===== src/rtl/dch_pkg.sv =====
package dch_pkg;
  typedef enum logic {
    CLS_NORMAL = 1'b0,
    CLS_LOW    = 1'b1
  } prio_cls_e;
endpackage


===== src/rtl/dch_prio_counter.sv =====
module dch_prio_counter
  import dch_pkg::*;
#(
  parameter int CNT_W    = 4,
  parameter int THR_NORM = 8,
  parameter int THR_LOW  = 10
) (
  input  logic      clk_i,
  input  logic      rst_ni,
  input  prio_cls_e cls_i,
  input  logic      e_strobe_i,
  input  logic      e_bit_i,
  input  logic      tx_active_i,
  input  logic      pkt_done_i,
  output logic      reached_o
);
  localparam logic [CNT_W-1:0] CNT_MAX = {CNT_W{1'b1}};
  localparam logic [CNT_W-1:0] BASE_N  = CNT_W'(THR_NORM);
  localparam logic [CNT_W-1:0] BASE_L  = CNT_W'(THR_LOW);

  logic [CNT_W-1:0] cnt_q, cnt_inc, base, hi_thr, thr;
  logic             elev_q;

  always_comb begin
    base    = (cls_i == CLS_LOW) ? BASE_L : BASE_N;
    hi_thr  = base + CNT_W'(1);
    thr     = elev_q ? hi_thr : base;
    cnt_inc = (cnt_q == CNT_MAX) ? cnt_q : cnt_q + CNT_W'(1);
  end

  always_ff @(posedge clk_i or negedge rst_ni) begin
    if (!rst_ni)          cnt_q <= '0;
    else if (tx_active_i) cnt_q <= '0;
    else if (e_strobe_i)  cnt_q <= e_bit_i ? cnt_inc : '0;
  end

  // success raises the bar; a long enough idle run lowers it again
  always_ff @(posedge clk_i or negedge rst_ni) begin
    if (!rst_ni)         elev_q <= 1'b0;
    else if (pkt_done_i) elev_q <= 1'b1;
    else if (!tx_active_i && e_strobe_i && e_bit_i && cnt_inc >= hi_thr)
      elev_q <= 1'b0;
  end

  assign reached_o = (cnt_q >= thr);

  assert_cnt_held_tx_R5: assert property (@(posedge clk_i) disable iff (!rst_ni)
    tx_active_i |=> (cnt_q == '0));
  assert_zero_resets_R1: assert property (@(posedge clk_i) disable iff (!rst_ni)
    (e_strobe_i && !e_bit_i) |=> (cnt_q == '0));
  assert_done_raises_R3: assert property (@(posedge clk_i) disable iff (!rst_ni)
    pkt_done_i |=> elev_q);
endmodule


===== src/rtl/dch_collision.sv =====
module dch_collision (
  input  logic clk_i,
  input  logic rst_ni,
  input  logic d_strobe_i,
  input  logic d_bit_i,
  input  logic e_strobe_i,
  input  logic e_bit_i,
  input  logic tx_active_i,
  input  logic abort_i,
  input  logic sync_lost_i,
  input  logic mask_i,
  input  logic status_rd_i,
  output logic col_status_o,
  output logic irq_o,
  output logic term_o
);
  logic sent_q, col_q, term_q, col_ev;

  always_ff @(posedge clk_i or negedge rst_ni) begin
    if (!rst_ni)         sent_q <= 1'b1;
    else if (d_strobe_i) sent_q <= d_bit_i;
  end

  assign col_ev = tx_active_i && e_strobe_i && (e_bit_i != sent_q);

  // new event wins over a simultaneous read
  always_ff @(posedge clk_i or negedge rst_ni) begin
    if (!rst_ni)          col_q <= 1'b0;
    else if (col_ev)      col_q <= 1'b1;
    else if (status_rd_i) col_q <= 1'b0;
  end

  // abort already ends the frame, so no second request
  always_ff @(posedge clk_i or negedge rst_ni) begin
    if (!rst_ni) term_q <= 1'b0;
    else         term_q <= tx_active_i && !abort_i && (col_ev || sync_lost_i);
  end

  assign col_status_o = col_q;
  assign irq_o        = col_q & mask_i;
  assign term_o       = term_q;

  assert_col_sets_R6: assert property (@(posedge clk_i) disable iff (!rst_ni)
    col_ev |=> col_status_o);
  assert_read_clears_R8: assert property (@(posedge clk_i) disable iff (!rst_ni)
    (status_rd_i && !col_ev) |=> !col_status_o);
  assert_sync_term_R11: assert property (@(posedge clk_i) disable iff (!rst_ni)
    (tx_active_i && !abort_i && sync_lost_i) |=> term_o);
  assert_abort_noterm_R10: assert property (@(posedge clk_i) disable iff (!rst_ni)
    abort_i |=> !term_o);
endmodule


===== src/rtl/dch_access_ctrl.sv =====
module dch_access_ctrl
  import dch_pkg::*;
#(
  parameter int CNT_W    = 4,
  parameter int THR_NORM = 8,
  parameter int THR_LOW  = 10
) (
  input  logic clk_i,
  input  logic rst_ni,
  input  logic class_low_i,
  input  logic arm_i,
  input  logic pkt_done_i,
  input  logic e_strobe_i,
  input  logic e_bit_i,
  input  logic d_strobe_i,
  input  logic d_bit_i,
  input  logic tx_active_i,
  input  logic abort_i,
  input  logic sync_lost_i,
  input  logic col_mask_i,
  input  logic status_rd_i,
  output logic start_ok_o,
  output logic col_status_o,
  output logic terminate_o,
  output logic irq_o
);
  prio_cls_e cls;
  logic      reached;

  assign cls = class_low_i ? CLS_LOW : CLS_NORMAL;

  dch_prio_counter #(
    .CNT_W(CNT_W), .THR_NORM(THR_NORM), .THR_LOW(THR_LOW)
  ) u_prio (
    .clk_i(clk_i), .rst_ni(rst_ni), .cls_i(cls),
    .e_strobe_i(e_strobe_i), .e_bit_i(e_bit_i),
    .tx_active_i(tx_active_i), .pkt_done_i(pkt_done_i),
    .reached_o(reached)
  );

  dch_collision u_col (
    .clk_i(clk_i), .rst_ni(rst_ni),
    .d_strobe_i(d_strobe_i), .d_bit_i(d_bit_i),
    .e_strobe_i(e_strobe_i), .e_bit_i(e_bit_i),
    .tx_active_i(tx_active_i), .abort_i(abort_i),
    .sync_lost_i(sync_lost_i), .mask_i(col_mask_i),
    .status_rd_i(status_rd_i),
    .col_status_o(col_status_o), .irq_o(irq_o), .term_o(terminate_o)
  );

  assign start_ok_o = arm_i && !tx_active_i && reached;

  assert_irq_gate_R9: assert property (@(posedge clk_i) disable iff (!rst_ni)
    irq_o |-> (col_status_o && col_mask_i));
endmodule


===== config.mk =====
export PLATFORM = sky130hd
export DESIGN_NAME = dch_access_ctrl
export DESIGN_NICKNAME = d
export VERILOG_FILES = /design/src/rtl/dch_pkg.sv /design/src/rtl/dch_prio_counter.sv /design/src/rtl/dch_collision.sv /design/src/rtl/dch_access_ctrl.sv
export SDC_FILE = /design/constraint.sdc
export NUM_CORES = 1
export LEC_CHECK = 0
export BUFFER_PORTS_ARGS = -buffer_cell sky130_fd_sc_hd__clkbuf_2
export CORE_AREA = 2 2 39 41
export CTS_CLUSTER_DIAMETER = 30
export DETAILED_ROUTE_END_ITERATION = 6
export DIE_AREA = 0 0 41 43
export GPL_ROUTABILITY_DRIVEN = 0
export HOLD_SLACK_MARGIN = 0.08
export MAX_ROUTING_LAYER = met4
export PLACE_DENSITY = 0.65
export SYNTH_ARGS = -nofsm -noshare
export SYNTH_HDL_FRONTEND = slang
export SYNTH_SLANG_ARGS = --single-unit

===== constraint.sdc =====
create_clock -name clk_i -period 2 [get_ports clk_i]
set_input_delay 0.2 -clock clk_i [delete_from_list [all_inputs] [get_ports clk_i]]
set_output_delay 0.2 -clock clk_i [all_outputs]
set_load 0.005 [all_outputs]

# Word level (Yosys, flattened, before mapping)
# Cells that the tools add are included.
# totals
input_bits	14
ff_bits	8
wordCells	38
output_inout_bits	4
# op_classes
n_bitwise	1
magnitude_cmp	2
eq_ne	2
muxes	11
addsub	2
reduce_logical	15
# op_table
operator	n
4-bit 2-to-1 mux	5
1-bit logical AND	9
4-bit by 1-bit adder with 4-bit output (second input constant)	2
4-bit greater-or-equal comparator	2
2-bit nonzero test	3
1-bit 2-to-1 mux	5
4-bit equality test (second input constant)	1
1-bit logical NOT	2
2-bit 2-to-1 mux	1
1-bit AND	1
1-bit logical OR	1
1-bit != test	1

# Depth between registers and ports, before layout
# Gate-level depths: netlist of the first run.
# depth
word_depth	7
mapped_depth	6
mapped_depth_nobuf	6

# Cells and area by module
# A second synthesis of the first run with hierarchy kept.
# hier_totals
hier_cells	54
area_unflattened_um2	504.2
# modules_own_cells
mod	area_per_inst_um2	n_inst	seq_area_each_um2	cells_per_inst
dch_prio_counter	359.1	1	125.1	41
dch_collision	136.4	1	76.3	12
dch_access_ctrl	8.8	1	0.0	1

# Worst setup path after synthesis of the first run
# No wires, ideal clock.
# synth_timing
path_type	flip-flop to flip-flop
start	register u_prio.cnt_q[0]
end	register u_prio.elev_q
arrival_time_ns	1.716
period_less_slack_ns	1.842
required_ns	1.874
setup_ns	0.126
path_stages_with_launch	7
slack_ns	0.158
n_path_buf	0
cell_sequence	dfrtp_1 -> ha_1 -> nand3_1 -> mux2_2 -> ha_1 -> a211oi_1 -> a221o_1
# synth_via
elab_chain_len	5
word_cells_on_any_way	6
classes_between	1 x add/sub; 1 x order compare; 1 x eq/ne; 1 x mux; 2 x reduce/logical
# synth_rtl
element	line	text
start, declared	dch_prio_counter.sv:21	logic [CNT_W-1:0] cnt_q, cnt_inc, base, hi_thr, thr;
start signal, assigned	dch_prio_counter.sv:34	else if (e_strobe_i) cnt_q <= e_bit_i ? cnt_inc : '0;
4-bit by 1-bit adder with 4-bit output / 4-bit equality test (equally long branches)	dch_prio_counter.sv:28	cnt_inc = (cnt_q == CNT_MAX) ? cnt_q : cnt_q + CNT_W'(1);
4-bit 2-to-1 mux (*)	dch_prio_counter.sv:28	
4-bit greater-or-equal comparator (*)	dch_prio_counter.sv:41	else if (!tx_active_i && e_strobe_i && e_bit_i && cnt_inc >= hi_thr)
1-bit logical AND (*)	dch_prio_counter.sv:41	
2-bit nonzero test (no source line) (*)	--	
end signal, assigned	dch_prio_counter.sv:39	if (!rst_ni) elev_q <= 1'b0;
end signal, assigned	dch_prio_counter.sv:40	else if (pkt_done_i) elev_q <= 1'b1;
end signal, assigned	dch_prio_counter.sv:42	elev_q <= 1'b0;
end, declared	dch_prio_counter.sv:22	logic elev_q;
# Mark *: on every way between the ends. The rest lies on a longest branch, timed or not.
# A chain may end at the register's enable or synchronous reset.

# Worst setup path in the final report of the first run
# Same ends and word-level chain as after synthesis.

==> impl_results.md, run 1 <==
* Summed negative setup slack over all endpoints at 0 ps
* Prevailing post-synth register cell: sky130_fd_sc_hd__dfrtp_1
* Overall power at 366 uW
* Initial Util at 35.8%
* Number of nets in the layout at 92
* Final ANT Viol Nets at 0
* Biggest cell delay along the critical path at 420 ps
* Clock Sinks at 8
* Tmin final at between 1500 and 2000 ps
* Synth Area in Compound Gates at slightly above 20%
* Post-synth net total at 69
* PortBufs at 17
* Number of antenna violations at the first check in global routing at 0
* Worst endpoint data arrival time at 2020 ps
* Number of warning messages in the yosys log at 0
* Startpoint of the most critical setup path: u_prio.cnt_q[0]$_DFFE_PN0P_
* Number of enable flip-flop cells after synthesis at 0
* Setup crit start kind: flip-flop
* Maximum clock frequency at around 530 MHz
* Wire length of the first global-routing pass at ~1700 um
* Number of iterations in the first detailed-routing pass at 4
* Most used cells in the layout excluding fill and tap cells: 17 x sky130_fd_sc_hd__clkbuf_2, 7 x sky130_fd_sc_hd__dfrtp_1, 6 x sky130_fd_sc_hd__o21ai_0, 5 x sky130_fd_sc_hd__inv_1, 4 x sky130_fd_sc_hd__a21oi_1
* Synth-to-Final Area Change at 29.8%
* Die extent in y at ~43 um
* Beginning of the worst register-to-register path: u_prio.cnt_q[0]$_DFFE_PN0P_
* Main combinational cell family by area after synthesis: compound AO/OA/AOI/OAI gates
* Worst hold path type: input port to flip-flop
* Final standard cell count with taps included and fillers excluded at between 80 and 90
* Worst setup skew after layout at 7.24 ps
* RSZ-0062 raised after global routing: no
* Final hold viol count at 0
* Ordered list of cells on the worst path: ha_2, nand3_1, mux2_2, ha_1, a211oi_1, a221o_1
* Storage cell area at 201 um^2
* Clock tree from TritonCTS: built
* CTS clk-pin slew, worst paths at 60 ps
* Via count at 480
* Power density over the cells at roughly 570 mW/mm^2
* Path type of the worst setup path: flip-flop to flip-flop
* Flip-flop and latch count after synthesis at 8
* Vias in the first global route at between 400 and 500
* Headroom to the max-slew limit at 84.1%
* H-Tree Level Count at 1
* Asr flop ratio synth at 100%
* Cells after synthesis at between 50 and 60
* Result of the run: completed
* Design area at 643 um^2
* Leakage power of the design at roughly 0.32 nW
* Grt total ovfl at 0
* Synthesized area at 495 um^2
* I/O Pins at 18
* Utilization after layout at 46.5%
* Initial DRC Count at 12
* Filler cell count at 140
* Vias/cell at between 5 and 6
* Adder-cell share of the synthesized area at 10.1%
* Width of the die at 41 um
* Fin crit share at between 90% and 100%
* Endpoint required time on the critical path at 2140 ps
* HPWL after detailed placement at 810 um
* Slowest stage cell, crit path: sky130_fd_sc_hd__dfrtp_1
* Max Fanout on Critical Path at 6
* Post-synthesis cell type count at 22
* Core Footprint at 0.00138 mm^2
* Drt drc at 0
* Multi-input logic area at 274 um^2
* Number of rows in the core area at 14
* Synthesized area divided by synthesized cell count at 9.72 um^2
* Max-cap violations at 0
* Total setup violations reported at the end of the flow at 0
* CTS buffer count at 3
* DIE AREA at 0.00176 mm^2
* Max IR drop VDD at 0.242 mV
* HP Start: abort_i
* Nature of the critical path endpoint: flip-flop
* Final antenna diode count at 0
* Post-synthesis xor/xnor area fraction at between 1.5 and 2%
* Fraction of synthesized area in multiplexers at 4.55%
* Root cell of the clock tree: sky130_fd_sc_hd__clkbuf_4
* Sequential-to-total area share from yosys stat at 40.7%
* Most common library cell in the layout ignoring fill and taps: sky130_fd_sc_hd__clkbuf_2
* Setup bufs post-CTS at 0
* Count of final max-slew check failures at 0
* Proportion of layout cells with a drive suffix above 1 at 37.0%
* Placed inst area at 604 um^2
* Simple-gate portion of the synthesized area at 18.2%
* Number of placed instances with taps included at 84
* Transition time of the tightest slew-check pin at between 200 and 250 ps
* Total wire length at 1020 um
* Pin count of the biggest net entering global routing at 10
* Clock network latency to the later pin of the worst-skew pair at 260 ps
* Buffers from clock root to sink, at most at 2
* Routed len/inst at 11.4 um
* GRT Total Usage at 14.8%
## through the flow
stage	worst slack [ps]	hold WS (ps)
floorplan	158	-95.6
global placement	109	59.4
detailed placement	59.6	61.0
CTS	70.6	96.9
global route	50.6	100
finish	123	101
## synth_stat cells, types with 2 or more instances
| library cell | instances | share of area [%] |
|---|---|---|
| sky130_fd_sc_hd__a211oi_1 | 3 | 4.5 |
| sky130_fd_sc_hd__a21oi_1 | 4 | 4.0 |
| sky130_fd_sc_hd__dfrtp_1 | 7 | 35 |
| sky130_fd_sc_hd__ha_1 | 4 | 10 |
| sky130_fd_sc_hd__inv_1 | 5 | 3.8 |
| sky130_fd_sc_hd__mux2_2 | 2 | 4.5 |
| sky130_fd_sc_hd__nand2_1 | 2 | 1.5 |
| sky130_fd_sc_hd__nand2b_1 | 2 | 2.5 |
| sky130_fd_sc_hd__nand3_1 | 2 | 2.0 |
| sky130_fd_sc_hd__nand4_1 | 2 | 2.5 |
| sky130_fd_sc_hd__nor3b_1 | 2 | 3.0 |
| sky130_fd_sc_hd__o21ai_0 | 6 | 6.1 |
## cell type report
class                      count  share of cell area, %
clock buffer                   4                   4.09
inverter                       5                   2.92
multi-input combinational     37                   42.6
sequential                     8                   31.3
tap                           16                   3.11
timing repair buffer          19                   16.0
## per-layer routing
layer	track usage [%]	up-vias	share of wire [%]
met1	16.2	227	43
met4	4.00	0	0
met5	-	-	0
met3	4.71	0	4.3
li1	-	235	-
met2	24.7	18	53
## cell families after synthesis
family,Yosys count
buffers and inverters,6
muxes,2
adders and majority gates,4
and+or+nand+nor,14
xor gates and xnor gates,1
AOI/OAI and AO/OA,16
DFF,8
## final timing paths
kind	to	slack (ps)	depth (start not counted)
worst max-delay path	u_prio.elev_q$_DFFE_PN0P_	120	6
worst min-delay path	u_col.term_o$_DFF_PN0_	100	2
worst max register to register	u_prio.elev_q$_DFFE_PN0P_	120	6
worst min register to register	u_col.col_status_o$_DFFE_PN0P_	560	2
max in group asynchronous	u_col.sent_q$_DFFE_PN1P_	1420	2
min in group asynchronous	u_prio.cnt_q[3]$_DFFE_PN0P_	320	2
## sequential cells by signal, indices dropped and copies added, names as in the netlist
name,cells
u_prio.cnt_q,4
u_col.col_status_o,1
u_col.sent_q,1
u_col.term_o,1
u_prio.elev_q,1
## critical path: cells and delay by family, from the launching register on
kind            cells  cell delay (ps)
simple gates        1              130
compound gates      2              370
flops               1              420
fa+ha+maj           2              500
mux                 1              350
## where the power goes
group	leakage, nW	internal [mW]	switching (mW)
combinational	0.201	0.0292	0.0273
sequential	0.101	0.170	0.00472
clock	0.0150	0.0765	0.0578
## timing repair
action,in CTS,in global routing
endpoints found under the setup margin,0,1
hold endpoints to repair,8,0
hold buffers,1,0
gates resized for setup,0,1
Power figures use the tool's default switching activity.
==> run 2, diff against run 1 <==
--- a/config.mk
+++ b/config.mk
@@ -5,6 +5,8 @@
 export SDC_FILE = /design/constraint.sdc
 export NUM_CORES = 1
 export LEC_CHECK = 0
+export ABC_AREA = 1
+export ABC_CLOCK_PERIOD_IN_PS = 2000
 export BUFFER_PORTS_ARGS = -buffer_cell sky130_fd_sc_hd__clkbuf_2
 export CORE_AREA = 2 2 39 41
 export CTS_CLUSTER_DIAMETER = 30
@@ -13,7 +15,7 @@
 export GPL_ROUTABILITY_DRIVEN = 0
 export HOLD_SLACK_MARGIN = 0.08
 export MAX_ROUTING_LAYER = met4
-export PLACE_DENSITY = 0.65
+export PLACE_DENSITY = 0.67
 export SYNTH_ARGS = -nofsm -noshare
 export SYNTH_HDL_FRONTEND = slang
 export SYNTH_SLANG_ARGS = --single-unit
==> run 2 against run 1 <==
Compared with the run above:
- wire length shrank 5.5%
- non-clock buffer count shrank 1
- global-route usage grew 0.27 points
- critical path depth grew 5
- final cell count grew 20%
- clock power is essentially flat
- core utilization grew 0.63 points
- critical endpoint unchanged
==> impl_results.md, run 2 <==
* Result of the run: completed
* Max Fanout on Critical Path at 4
* Share of the synthesized area in the top cell type at 34.3%
* Initial DRC Count at 2
* Multi-input logic area at approximately 260 um^2
* Cells after synthesis at between 60 and 70
* Summed negative setup slack over all endpoints at 0 ps
* Most frequent cell after synthesis: sky130_fd_sc_hd__nand2_1
* Synth-to-Final Area Change at 27.7%
* Number of iterations in the first detailed-routing pass at 2
* Filler cell count at ~140
* Grt total ovfl at 0
* Worst setup skew after layout at roughly 1.2 ps
* Clock tree from TritonCTS: built
* I/O Pins at 18
* Leakage power of the design at 0.364 nW
* Maximum clock frequency at 612 MHz
* Number of flip-flops under the largest register name at 4
* Asr flop ratio synth at 100%
* Die extent in y at between 40 and 50 um
* Ordered list of cells on the worst path: ha_1, nand3_2, nand2_1, o21a_1, inv_2, ha_1, nand3_1, nand2_1, nand2_1, nand2_1, nand2_1
* Synthesized area at 510 um^2
* Yosys top cell by area: sky130_fd_sc_hd__dfrtp_1
* HPWL after detailed placement at 841 um
* CTS buffer count at 3
* Number of rows in the core area at 14
* GRT Total Usage at 15.1%
* Endpoint required time on the critical path at around 2100 ps
* Biggest cell delay along the critical path at 400 ps
* Initial Util at about 37%
* Most used cells in the layout excluding fill and tap cells: 19 x sky130_fd_sc_hd__nand2_1, 17 x sky130_fd_sc_hd__clkbuf_2, 12 x sky130_fd_sc_hd__inv_1, 7 x sky130_fd_sc_hd__dfrtp_1, 5 x sky130_fd_sc_hd__nor2_1
* Max-cap violations at 0
* Setup bufs post-CTS at 0
* Vias in the first global route at between 400 and 500
* Post-synth net total at slightly below 90
* Number of warning messages in the yosys log at 0
* Reg-to-reg endpoint: u_prio.elev_q$_DFFE_PN0P_
* Headroom to the max-slew limit at around 86%
* Flip-flop and latch count after synthesis at 8
* Tmin final at roughly 1600 ps
* Wire length on met1 at about 420 um
* RSZ-0062 raised after global routing: no
* Drt drc at 0
* Synthesized area divided by synthesized cell count at 7.40 um^2
* Worst hold path type: input port to flip-flop
* Final ANT Viol Nets at 0
* Post-CTS Hold Buffers at 1
* Via count at 509
* Post-synth top cells: 19 x sky130_fd_sc_hd__nand2_1, 12 x sky130_fd_sc_hd__inv_1, 7 x sky130_fd_sc_hd__dfrtp_1, 5 x sky130_fd_sc_hd__nor2_1
* Final antenna diode count at 0
* Number of enable flip-flop cells after synthesis at 0
* Startpoint of the most critical setup path: u_prio.cnt_q[1]$_DFFE_PN0P_
* Max IR drop VDD at around 0.34 mV
* Core Footprint at 0.00138 mm^2
* Topmost layer with routed signal wires: met4
* Biggest register: u_prio.cnt_q
* Path type of the worst setup path: flip-flop to flip-flop
* Routed length on met2 at 465 um
* Reg2Reg Setup Slack at 360 ps
* Fin crit share at around four fifths
* Buffers from clock root to sink, at most at 2
* Power density over the cells at 557 mW/mm^2
* Cell occurring most often along the worst timing path: sky130_fd_sc_hd__nand2_1
* Proportion of layout cells with a drive suffix above 1 at 29.7%
* Wire length of the first global-routing pass at 1740 um
* Routed len/inst at 8.96 um
* Post-synthesis cell type count at 18
* WHS at 96.0 ps
* DIE AREA at 0.00176 mm^2
* Storage cell area at just over 200 um^2
* Pin count of the biggest net entering global routing at 9
* Setup crit start kind: flip-flop
* Beginning of the worst register-to-register path: u_prio.cnt_q[1]$_DFFE_PN0P_
* Length of routed met3 wiring at ~49 um
* Worst setup margin at 365 ps
* Number of resized instances in the post-cts repair step at 0
* Width of the die at 41 um
* Total setup violations reported at the end of the flow at 0
* Most common library cell in the layout ignoring fill and taps: sky130_fd_sc_hd__nand2_1
* H-Tree Level Count at 1
* Total wire length at roughly 960 um
* Number of placed instances with taps included at 102
* Root cell of the clock tree: sky130_fd_sc_hd__clkbuf_4
* Critical Path End: u_prio.elev_q$_DFFE_PN0P_
* Most area-consuming cells after synthesis: sky130_fd_sc_hd__dfrtp_1 34%, sky130_fd_sc_hd__nand2_1 14%, sky130_fd_sc_hd__ha_1 9.8%, sky130_fd_sc_hd__inv_1 8.8%, sky130_fd_sc_hd__dfstp_2 5.1%
* Slowest stage cell, crit path: sky130_fd_sc_hd__dfrtp_1
* Vias/cell at about 4.8
* Final hold viol count at 0
* Worst endpoint data arrival time at around 1800 ps
* Prevailing post-synth register cell: sky130_fd_sc_hd__dfrtp_1
* Number of antenna violations at the first check in global routing at 0
* Clock Sinks at 8
* Overall power at 363 uW
* Nature of the critical path endpoint: flip-flop
* Final standard cell count with taps included and fillers excluded at 107
* Transition time of the tightest slew-check pin at between 200 and 250 ps
* Cell count of the worst reg-to-reg path at 11
* Clock network latency to the later pin of the worst-skew pair at 250 ps
* Count of final max-slew check failures at 0
* Number of nets in the layout at 110
* Sequential-to-total area share from yosys stat at between 30% and 40%
* PortBufs at 17
* Worst Setup Slack post-DPL at 365 ps
* CTS clk-pin slew, worst paths at 60 ps
==> run 2: cell types whose count changed in the layout (fill, tap and decap cells not counted), moves of 2 or more <==
cell                       delta
sky130_fd_sc_hd__nor3b_1      -2
sky130_fd_sc_hd__nand2_1     +17
sky130_fd_sc_hd__a21oi_1      -2
sky130_fd_sc_hd__nand3_1      +2
sky130_fd_sc_hd__inv_2        +2
sky130_fd_sc_hd__o21ai_0      -2
sky130_fd_sc_hd__inv_1        +7
sky130_fd_sc_hd__a211oi_1     -2
sky130_fd_sc_hd__nor2_1       +5
sky130_fd_sc_hd__nor2_2       +2
sky130_fd_sc_hd__nand2b_1     -2
==> run 2: worst min-delay path by stage <==
stage                       start                             end  slack, ps  cells after the start
final                     abort_i          u_col.term_o$_DFF_PN0_        100                      2
after global routing      abort_i          u_col.term_o$_DFF_PN0_         90                      2
after CTS                 abort_i          u_col.term_o$_DFF_PN0_         90                      2
after detailed placement   rst_ni     u_prio.cnt_q[3]$_DFFE_PN0P_         60                      1
after global placement     rst_ni     u_prio.cnt_q[3]$_DFFE_PN0P_         60                      1
after floorplan            rst_ni  u_col.col_status_o$_DFFE_PN0P_       -100                      0
==> run 2: kinds of logic after synthesis <==
family,share of synthesized area [%]
flops,39.5
compound gates,11.0
simple gates,27.2
fa+ha+maj,9.80
buf+inv,10.3
mux,2.21
==> run 2: stage by stage <==
stage / utilization, % / cell area (um^2)
6_report: 47.1 / 652
4_1_cts: 47.1 / 652
3_3_place_gp: 44.5 / 616
3_5_place_dp: 44.5 / 616
5_1_grt: 47.1 / 652
2_1_floorplan: - / 510
==> run 2: layout make-up <==
cell class                      instances  share of cell area [%]
Timing Repair Buffer                   18                    14.6
Sequential cell                         8                    30.9
Multi-Input combinational cell         47                    39.3
Clock buffer                            4                    4.03
Inverter                               14                    8.06
Tap cell                               16                    3.07
==> run 2: worst max-delay path: cells and delay by family (launching register included) <==
family                   cells  cell delay, ps
buffers and inverters        1              40
AO/OA/AOI/OAI                1             120
adder cells (fa/ha/maj)      2             500
AND/OR/NAND/NOR              7             470
flip-flops                   1             400
==> run 2: where the power goes <==
group	total [mW]	switching (mW)	internal [mW]
registers	0.176	0.00523	0.170
clock network	0.133	0.0562	0.0764
logic	0.0547	0.0272	0.0275
==> run 2: per-layer routing <==
metal,GRT usage [%],vias up
li1,-,262
met4,10.0,0
met1,16.7,228
met2,23.1,15
met3,3.14,4
met5,-,-
==> run 3, diff against run 2 <==
--- a/config.mk
+++ b/config.mk
@@ -5,8 +5,8 @@
 export SDC_FILE = /design/constraint.sdc
 export NUM_CORES = 1
 export LEC_CHECK = 0
-export ABC_AREA = 1
-export ABC_CLOCK_PERIOD_IN_PS = 2000
+export ABC_AREA = 0
+export ABC_CLOCK_PERIOD_IN_PS = 1500
 export BUFFER_PORTS_ARGS = -buffer_cell sky130_fd_sc_hd__clkbuf_2
 export CORE_AREA = 2 2 39 41
 export CTS_CLUSTER_DIAMETER = 30
@@ -15,7 +15,7 @@
 export GPL_ROUTABILITY_DRIVEN = 0
 export HOLD_SLACK_MARGIN = 0.08
 export MAX_ROUTING_LAYER = met4
-export PLACE_DENSITY = 0.67
+export PLACE_DENSITY = 0.65
 export SYNTH_ARGS = -nofsm -noshare
 export SYNTH_HDL_FRONTEND = slang
 export SYNTH_SLANG_ARGS = --single-unit
==> constraint.sdc (replaced) <==
create_clock -name clk_i -period 1.5 [get_ports clk_i]
set_input_delay 0.15 -clock clk_i [delete_from_list [all_inputs] [get_ports clk_i]]
set_output_delay 0.15 -clock clk_i [all_outputs]
set_load 0.005 [all_outputs]
==> run 3 against run 2 <==
Compared with the run above:
- the flow now finishes with violations (setup timing)
- total power is 47% higher
- count of clock-buffer cells in the layout is the same
- worst hold slack worse by 1.2 ps
- sequential share of layout area is 5.4 points lower
- clock power grew 47%
- via count up 2.9%
- clock skew is 14 ps higher
- register-to-register slack got worse by 590 ps
- first-iteration DRC count grew to 6.5 times the previous value
- critical path depth down 5
- critical endpoint unchanged
- largest power group unchanged
==> impl_results.md, run 3 (same netlist as run 1, synthesis figures left out) <==
* Total wire length at between 1000 and 1500 um
* DIE AREA at approximately 0.0018 mm^2
* Internal portion of total power at about 390 uW
* I/O Pins at 18
* Cell count of the worst reg-to-reg path at 6
* Final ANT Viol Nets at 0
* Buffers from clock root to sink, at most at 2
* Setup crit start kind: flip-flop
* Psw at roughly 140 uW
* Worst setup margin at -227 ps
* Drt drc at 0
* Synth-to-Final Area Change at 59.6%
* Clock Sinks at 8
* H-Tree Level Count at 1
* Max-cap violations at 0
* Number of antenna violations at the first check in global routing at 0
* Leakage power of the design at 0.371 nW
* Headroom to the max-slew limit at 85.3%
* Number of nets in the layout at slightly above 100
* Transition time of the tightest slew-check pin at 220 ps
* Power density over the cells at 675 mW/mm^2
* Number of rows in the core area at 14
* Total setup violations reported at the end of the flow at 2
* PortBufs at 17
* Vias in the first global route at 465
* Tmin final at 1730 ps
* Worst setup skew after layout at 15.3 ps
* Routed len/inst at 13.5 um
* Most used cells in the layout excluding fill and tap cells: 17 x sky130_fd_sc_hd__clkbuf_2, 7 x sky130_fd_sc_hd__buf_4, 7 x sky130_fd_sc_hd__dfrtp_1, 6 x sky130_fd_sc_hd__o21ai_0
* Clock power frac at 36.5%
* Fin crit share at 115%
* Filler cell count at between 100 and 150
* Endpoint required time on the critical path at 1660 ps
* Beginning of the worst register-to-register path: u_prio.cnt_q[0]$_DFFE_PN0P_
* Max Fanout on Critical Path at 3
* Initial Util at a little over a third
* Worst Hold Path Cells at 2
* Via count at 524
* Most common library cell in the layout ignoring fill and taps: sky130_fd_sc_hd__clkbuf_2
* HPWL after detailed placement at 920 um
* Final hold viol count at 0
* CTS buffer count at 3
* Max IR drop VDD at 0.492 mV
* Pin count of the biggest net entering global routing at 10
* Worst Setup Slack post-DPL at -194 ps
* Worst hold path type: input port to flip-flop
* Number of iterations in the first detailed-routing pass at 4
* Count of final max-slew check failures at 0
* Number of flip-flops under the largest register name at 4
* Root cell of the clock tree: sky130_fd_sc_hd__clkbuf_4
* Reg-to-reg endpoint: u_prio.elev_q$_DFFE_PN0P_
* CTS clk-pin slew, worst paths at 70 ps
* Result of the run: finished, violations left
* Clock network latency to the later pin of the worst-skew pair at 270 ps
* Proportion of layout cells with a drive suffix above 1 at 50.0%
* Maximum clock frequency at between 500 and 600 MHz
* Sw frac at 27.2%
* Wire length of the first global-routing pass at 2010 um
* Clock tree from TritonCTS: built
* Worst endpoint data arrival time at 1890 ps
* Initial DRC Count at 13
* Width of the die at between 40 and 50 um
* Biggest register: u_prio.cnt_q
* Violated checks: setup timing
* Vias/cell at 5.35
* Die extent in y at ~43 um
* Part of the power in combinational logic at around a fifth
* Sink of the worst hold path: u_prio.elev_q$_DFFE_PN0P_
* Reg2Reg Setup Slack at -230 ps
* RSZ-0062 raised after global routing: yes
* HP Start: pkt_done_i
* Final antenna diode count at 0
* Core Footprint at roughly 0.0014 mm^2
* Path type of the worst setup path: flip-flop to flip-flop
* GRT Total Usage at 18.0%
* Design area at approximately 790 um^2
* Sequential cell fraction of total power at between 40% and 50%
* Placed inst area at 678 um^2
* Nature of the critical path endpoint: flip-flop
* Grt total ovfl at 0
run 3: changes by cell type in the layout (fill, tap and decap cells not counted), moves of 3 or more:
cell                      delta
sky130_fd_sc_hd__nand2_1    -17
sky130_fd_sc_hd__buf_4       +7
sky130_fd_sc_hd__ha_1        -3
sky130_fd_sc_hd__nand3_1     -3
sky130_fd_sc_hd__nor2_1      -5
sky130_fd_sc_hd__ha_4        +3
sky130_fd_sc_hd__inv_1       -8
run 3: routing by layer:
metal / vias to the layer above / routed length (um) / global-route usage [%]
li1: 253 / - / -
met1: 256 / 582 / 22.3
met2: 13 / 665 / 25.6
met3: 2 / 55 / 4.71
met4: 0 / 21 / 10.0
met5: - / 0 / -
run 3: final cells by class:
type	instances	area [um^2]	share of cell area, %
clock buffer	4	26.3	3.32
inverter	5	21.3	2.69
multi-input combinational	37	343	43.4
sequential	8	201	25.5
tap	16	20.0	2.53
timing repair buffer	28	179	22.6
run 3: worst max-delay path, cell delays in order, from the launching register on:
cell and delay (ps):
sky130_fd_sc_hd__dfrtp_1 420, sky130_fd_sc_hd__ha_4 190, sky130_fd_sc_hd__nand3_4 80, sky130_fd_sc_hd__mux2_4 310
sky130_fd_sc_hd__ha_4 260, sky130_fd_sc_hd__a211oi_2 50, sky130_fd_sc_hd__a221o_1 300
run 3: repair_timing:
action | in CTS | in global routing
endpoints found under the setup margin | 2 | 2
buffers inserted | 1 | 0
pin swaps | 2 | 0
hold buffers | 3 | 0
endpoints found under the hold margin | 10 | 0
resized for setup | 6 | 2
run 3: worst max path at each step:
stage | start | to | cells past startpoint
floorplan | u_prio.cnt_q[1]$_DFFE_PN0P_ | u_prio.elev_q$_DFFE_PN0P_ | 6
global placement | u_prio.cnt_q[1]$_DFFE_PN0P_ | u_prio.elev_q$_DFFE_PN0P_ | 6
detailed placement | u_prio.cnt_q[1]$_DFFE_PN0P_ | u_prio.elev_q$_DFFE_PN0P_ | 6
CTS | u_prio.cnt_q[0]$_DFFE_PN0P_ | u_prio.elev_q$_DFFE_PN0P_ | 6
global route | u_prio.cnt_q[0]$_DFFE_PN0P_ | u_prio.elev_q$_DFFE_PN0P_ | 6
finish | u_prio.cnt_q[0]$_DFFE_PN0P_ | u_prio.elev_q$_DFFE_PN0P_ | 6
run 3: per-stage QoR:
step / TNS [ps] / power, mW / hold WS [ps] / util (%) / cells
floorplan: -238 / 0.281 / -146 / - / 51
global placement: -161 / 0.322 / 13.6 / 49.0 / 90
detailed placement: -197 / 0.325 / 10.7 / 49.0 / 90
CTS: -400 / 0.537 / 89.1 / 55.9 / 98
global route: -534 / 0.554 / 104 / 57.1 / 98
finish: -435 / 0.533 / 94.8 / 57.1 / 98
run 3: power by group through the flow:
stage	registers, mW	logic [mW]	clock network (mW)
final	0.234	0.105	0.195
after detailed placement	0.237	0.0885	0
after CTS	0.233	0.104	0.200
after global placement	0.236	0.0860	0
after floorplan	0.237	0.0435	0
after global routing	0.236	0.115	0.203
